[config.mk]
export PLATFORM = sky130hd
export DESIGN_NAME = gpio_edge_port
export DESIGN_NICKNAME = d
export VERILOG_FILES = /design/src/rtl/gpio_edge_port.sv
export SDC_FILE = /design/constraint.sdc
export NUM_CORES = 1
export LEC_CHECK = 0
export CORE_MARGIN = 1.5
export CORE_UTILIZATION = 45
export CTS_BUF_LIST = sky130_fd_sc_hd__clkbuf_16
export DETAILED_ROUTE_END_ITERATION = 8
export HOLD_SLACK_MARGIN = 0.12
export PLACE_DENSITY = 0.71
export SYNTH_ARGS = -nofsm -noshare
export SYNTH_HDL_FRONTEND = slang
export SYNTH_SLANG_ARGS = --single-unit
export TNS_END_PERCENT = 20
[constraint.sdc]
create_clock -name clk -period 2.3 [get_ports clk]
set_clock_uncertainty 0.05 [all_clocks]
set_input_delay 0.46 -clock clk [delete_from_list [all_inputs] [get_ports clk]]
set_output_delay 0.46 -clock clk [all_outputs]
set_load 0.01 [all_outputs]
[src/rtl/gpio_edge_port.sv]
module gpio_edge_port #(
  parameter int WIDTH  = 32,
  parameter int ADDR_W = 4,
  parameter int PAIR_A = 29,
  parameter int PAIR_B = 30
) (
  input  logic              clk,
  input  logic              rst_n,
  input  logic              bus_sel,
  input  logic              bus_wr,
  input  logic [ADDR_W-1:0] bus_addr,
  input  logic [WIDTH-1:0]  bus_wdata,
  output logic [WIDTH-1:0]  bus_rdata,
  input  logic [WIDTH-1:0]  pin_in,
  output logic [WIDTH-1:0]  pin_out,
  output logic [WIDTH-1:0]  pin_oe,
  output logic              irq
);
  localparam logic [ADDR_W-1:0] A_DIR = 0, A_OUT = 1, A_IN = 2, A_REN = 3,
    A_FEN = 4, A_RST = 5, A_FST = 6, A_CLR = 7, A_SUM = 8;

  logic [WIDTH-1:0] dir_q, out_q, ren_q, fen_q, rise_st, fall_st;
  logic [WIDTH-1:0] sync1, sync2, prev;
  logic [WIDTH-1:0] rise_ev, fall_ev, clr_mask;
  logic             wr_en, rd_en, pair_out;

  assign wr_en    = bus_sel && bus_wr;
  assign rd_en    = bus_sel && !bus_wr;
  assign clr_mask = (wr_en && bus_addr == A_CLR) ? bus_wdata : '0;
  assign rise_ev  = sync2 & ~prev;
  assign fall_ev  = prev & ~sync2;
  assign pair_out = dir_q[PAIR_A] & dir_q[PAIR_B];
  assign irq      = |{rise_st, fall_st};
  assign pin_out  = out_q;

  always_comb begin
    pin_oe         = dir_q;
    pin_oe[PAIR_A] = pair_out;
    pin_oe[PAIR_B] = pair_out;
  end

  always_ff @(posedge clk) begin
    if (!rst_n) begin
      sync1 <= '0;
      sync2 <= '0;
      prev  <= '0;
    end else begin
      sync1 <= pin_in;
      sync2 <= sync1;
      prev  <= sync2;
    end
  end

  always_ff @(posedge clk) begin
    if (!rst_n) begin
      dir_q <= '0;
      out_q <= '0;
      ren_q <= '0;
      fen_q <= '0;
    end else if (wr_en) begin
      case (bus_addr)
        A_DIR:   dir_q <= bus_wdata;
        A_OUT:   out_q <= bus_wdata;
        A_REN:   ren_q <= bus_wdata;
        A_FEN:   fen_q <= bus_wdata;
        default: ;
      endcase
    end
  end

  always_ff @(posedge clk) begin
    if (!rst_n) begin
      rise_st <= '0;
      fall_st <= '0;
    end else begin
      rise_st <= (rise_st & ~clr_mask) | (rise_ev & ren_q);
      fall_st <= (fall_st & ~clr_mask) | (fall_ev & fen_q);
    end
  end

  always_ff @(posedge clk) begin
    if (!rst_n) bus_rdata <= '0;
    else if (rd_en) begin
      case (bus_addr)
        A_DIR:   bus_rdata <= dir_q;
        A_OUT:   bus_rdata <= out_q;
        A_IN:    bus_rdata <= sync2;
        A_REN:   bus_rdata <= ren_q;
        A_FEN:   bus_rdata <= fen_q;
        A_RST:   bus_rdata <= rise_st;
        A_FST:   bus_rdata <= fall_st;
        A_SUM:   bus_rdata <= {{(WIDTH-1){1'b0}}, irq};
        default: bus_rdata <= '0;
      endcase
    end else bus_rdata <= '0;
  end
endmodule

# Word-level counts from Yosys, hierarchy flattened
# Cells that the tools add are included.
dict set report totals {
  reg_bits 320
  in_bits 72
  out_inout_bits 97
  elab_cells 43
}
dict set report op_classes {
  eq_ne 8
  n_mux 2
  bitwise 12
  n_reduce_logical 11
}
# cell n
set op_table {}
lappend op_table {{32-bit case mux with 8 select lines} 1}
lappend op_table {{32-bit AND} 6}
lappend op_table {{32-bit NOT} 3}
lappend op_table {{32-bit OR} 2}
lappend op_table {{64-bit OR reduction} 1}
lappend op_table {{32-bit 2-to-1 mux} 1}
lappend op_table {{4-bit by 3-bit == test with 1-bit output, second input constant} 4}
lappend op_table {{2-bit AND reduction} 5}
lappend op_table {{4-bit by 2-bit == test with 1-bit output, second input constant} 2}
lappend op_table {{4-bit by 1-bit == test with 1-bit output, second input constant} 1}
lappend op_table {{4-bit == test, second input constant} 1}
lappend op_table {{4-bit logical NOT} 1}
lappend op_table {{1-bit logical AND} 3}
lappend op_table {{1-bit AND} 1}
lappend op_table {{1-bit logical NOT} 1}

# Depth between registers and ports, before layout
dict set report logic_depth {
  ltp_word 6
  mapped_depth 8
}

# Worst setup path before layout
# OpenSTA, ideal clock, no wires.
dict set report synth_timing {
  path_kind {in2reg}
  startpoint {in bus_addr[2]}
  endpoint {reg ren_q[11]}
  arrival_time_ns 1.662
  t_required_ns 2.174
  slack_ns 0.513
  path_stages 8
  path_cell_list {buf_2 > nor4bb_1 > clkbuf_1 > and3_1 > buf_2 > buf_4 > nand2_1 > a21boi_0}
}
dict set report synth_via {
  elab_chain_cells 2
}
# item line
set synth_rtl {}
lappend synth_rtl {{start, declared} 11} ;# input logic [ADDR_W-1:0] bus_addr,
lappend synth_rtl {{4-bit by 2-bit == test with 1-bit output} 61} ;# case (bus_addr)
lappend synth_rtl {{2-bit AND reduction (no line)} --}
lappend synth_rtl {{end signal, assigned} 64} ;# A_REN: ren_q <= bus_wdata;
lappend synth_rtl {{end, declared} 22} ;# logic [WIDTH-1:0] dir_q, out_q, ren_q, fen_q, rise_st, fall_st;
# No other way between the ends.
# A chain may end at the register's enable or synchronous reset.

# Worst setup path in the final report
dict set report layout_timing {
  startpoint {reg fall_st[2]}
  endpoint {out irq}
}
dict set report layout_via {
  elab_chain_cells 1
}
# item line
set layout_rtl {}
lappend layout_rtl {{start, declared} 22}
lappend layout_rtl {{start signal, assigned} 77} ;# fall_st <= (fall_st & ~clr_mask) | (fall_ev & fen_q);
lappend layout_rtl {{64-bit OR reduction} 33} ;# assign irq = |{rise_st, fall_st};
lappend layout_rtl {{end, declared} 17} ;# output logic irq
# No other way between the ends.

==> results.yml <==
clocking:
  postCtsSetupRepairBufs: 0
  cts-root-buf: "clkbuf_16"
  clock_latency_ns: 0.55
  clkSlewWorstSetupHoldPaths_ns: 0.06
  cts-buffers-inserted: 31
  clockBufferDepth: 3
  h-tree-depth: 1
  cts.hold.buffers_added: 0
  cts_tree: "done"
  cts_sinks: 320
global_routing:
  antenna_found_initial: 0
  grt_start_max_net_pins: 84
  grt_pass1_wl_um: 57200
  grt_pass1_vias: 10400
  overflow: 0
  grt.total_usage_pct: 25.4
synth:
  synth_area_per_cell_um2: 9.29
  yosys.area.top_type: "dfxtp_1"
  ys_ff_latch: 320
  syn-num-nets: 1405
  synth.area.top_cells: "dfxtp_1, a21boi_0, nand2_1"
  synth_area_um2: 12400
  syn_inst: 1333
  synth.top_cell.area_share_pct: 51.7
  synth_seq_area_share_pct: 51.7
  synth_cell_type_count: 34
  yosys_warnings: 0
floorplan:
  dieArea_um2: 28500
  initial_utilization_pct: 46.0
  fp.dieH_um: 169
  io_pins: 169
  die_w_um: 169
  core_um2: 27000
  placementRows: 60
power_and_ir_drop:
  ir_worst_vdd_mv: 0.572
  p_leak_nw: 5.78
  powerDensity_nw_per_um2: 686
worst_setup_path:
  critPathMaxFanout: 2
  r2r_start: "fall_st[2]$_SDFF_PN0_"
  required_ns: 1.79
  worstSetupStartpointType: "flop"
  worst-setup-path-type: "flop to output pin"
  critPathCaptureType: "output pin"
  setup.worst_path.start: "fall_st[2]$_SDFF_PN0_"
  arrival_ns: 2.15
sta:
  finalMaxSlewViolations: 0
  tns_ns: -0.358
  hold_viol: 0
  period_minus_slack_ns: 2.66
  period_share_pct: 116
  relSlewSlack_pct: 73.7
  tightest_slew_ns: 0.391
  rsz0062_at_grt: "true"
  setup_slack_ns: -0.358
  max_freq_mhz: 376
  finalSetupViolations: 1
route:
  drt-total-wl_um: 36800
  final_antenna_net_count: 0
  avgRoutedWirePerCell_um: 19.3
  firstDrtPassIters: 7
  vias_per_cell: 5.58
  drt_iter0_drc: 1071
  drc_errors: 0
  vias: 10600
cells_and_area:
  n_antenna_cell: 0
  final_core_util_pct: 60.2
  syn_to_final_growth_pct: 31.1
  num-nets-final: 1617
  drive_above_1_share_pct: 13.1
worst_hold_path:
  hp-start: "rst_n"
  hold_class: "primary input to flop"
place:
  place_ws_ns: -0.328
  place_congestion: 0.858
  port_buffers: 168
  dp_hpwl_um: 25300
flow_run:
  max-cap-violations: 0
outcome:
  failed_checks: "setup timing"
  status: "finished with violations"
-- cells by family after synthesis --
| logic type | Yosys count | synth area share (%) |
|---|---|---|
| compound gates | 386 | 22.4 |
| buf+inv | 163 | 6.45 |
| simple gates | 463 | 19.3 |
| mux | 1 | 0.182 |
| flops | 320 | 51.7 |
-- registers in the layout, summed over array words and instances (netlist names) --
signal and cells:
bus_rdata 32, dir_q 32, fall_st 32, fen_q 32
pin_out 32, prev 32, ren_q 32, rise_st 32
sync1 32, sync2 32
-- through the flow --
step           instances  power, W  cell area (um^2)  hold slack (ns)
6_report            1909    0.0111             16200            0.231
5_1_grt             1909    0.0115             16200            0.228
4_1_cts             1909    0.0112             16200            0.215
3_5_place_dp        1853   0.00639             15200            0.367
3_3_place_gp        1853   0.00639             15200            0.366
2_1_floorplan       1333   0.00604             12400            0.362
-- worst paths after layout --
check	cells past startpoint	slack [ns]	end
hold / removal	2	0.23	ren_q[27]$_SDFFE_PN0P_
setup reg to reg	5	0.53	bus_rdata[0]$_SDFF_PN0_
setup / recovery	5	-0.36	irq
hold reg to reg	1	0.38	sync2[24]$_SDFF_PN0_
-- critical path, stage by stage (launching register included) --
cell,delay [ns]
dfxtp_2,0.34
nor4_4,0.28
buf_4,0.15
nand4_1,0.08
or4_4,0.59
buf_6,0.15
-- report_power, final --
group	internal (W)	total (W)	switching, W
sequential	0.00563	0.00568	0.0000533
combinational	0.000312	0.000598	0.000286
clock	0.00276	0.00486	0.00210
total	0.00870	0.0111	0.00244
-- layout make-up --
cell class / instances / area [um^2]
Clock buffer: 31 / 776
Inverter: 33 / 124
Clock inverter: 25 / 185
Tap cell: 341 / 427
Multi-Input combinational cell: 850 / 5290
Fill cell: 2246 / 10700
Sequential cell: 320 / 6410
Timing Repair Buffer: 309 / 3030
-- layout by cell type (no fill, tap or decap), types with 23 or more instances in the layout --
master             n
and2_1            97
clkbuf_16         31
inv_1             41
clkdlybuf4s50_1  166
nand3b_1          66
buf_12            23
a21boi_0         136
a31oi_1           31
a21boi_1          56
o21ai_0           65
a222oi_1          31
a22oi_1           62
buf_4            118
dfxtp_1          318
nand2_1          256
-- layer usage --
metal | routed length [um] | GRT usage [%] | up-vias
met1 | 15300 | 33.0 | 5056
met2 | 17100 | 42.1 | 478
met4 | 1240 | 9.63 | 0
li1 | - | - | 5031
met5 | 0 | 0 | -
met3 | 3080 | 4.65 | 81
-- synthesized netlist by cell type --
cell type / instances
a21boi_0: 136
clkbuf_1: 77
and3_1: 4
nand3b_1: 66
and4b_1: 2
nor4_4: 1
dfxtp_1: 320
a222oi_1: 31
a22oi_1: 62
a221oi_1: 1
a21boi_1: 56
a31oi_1: 31
buf_4: 41
o2bb2ai_1: 1
nand2_1: 256
nor2_1: 3
nor4bb_1: 1
buf_2: 9
nor3_2: 1
nor3_1: 1
a21oi_1: 2
nand4_1: 5
inv_1: 33
nand3_1: 4
nand2b_1: 2
o21ai_0: 65
buf_6: 3
nor4_1: 16
or4_1: 1
o21ai_1: 1
nor4b_4: 2
or2_1: 1
and2_1: 97
mux4_2: 1
-- timing repair --
item | 4_1_cts | 5_1_grt
endpoints found under the setup margin | 1 | 1
gates resized for setup | 17 | 1
pin swaps | 7 | 1
Power figures use the tool's default switching activity.
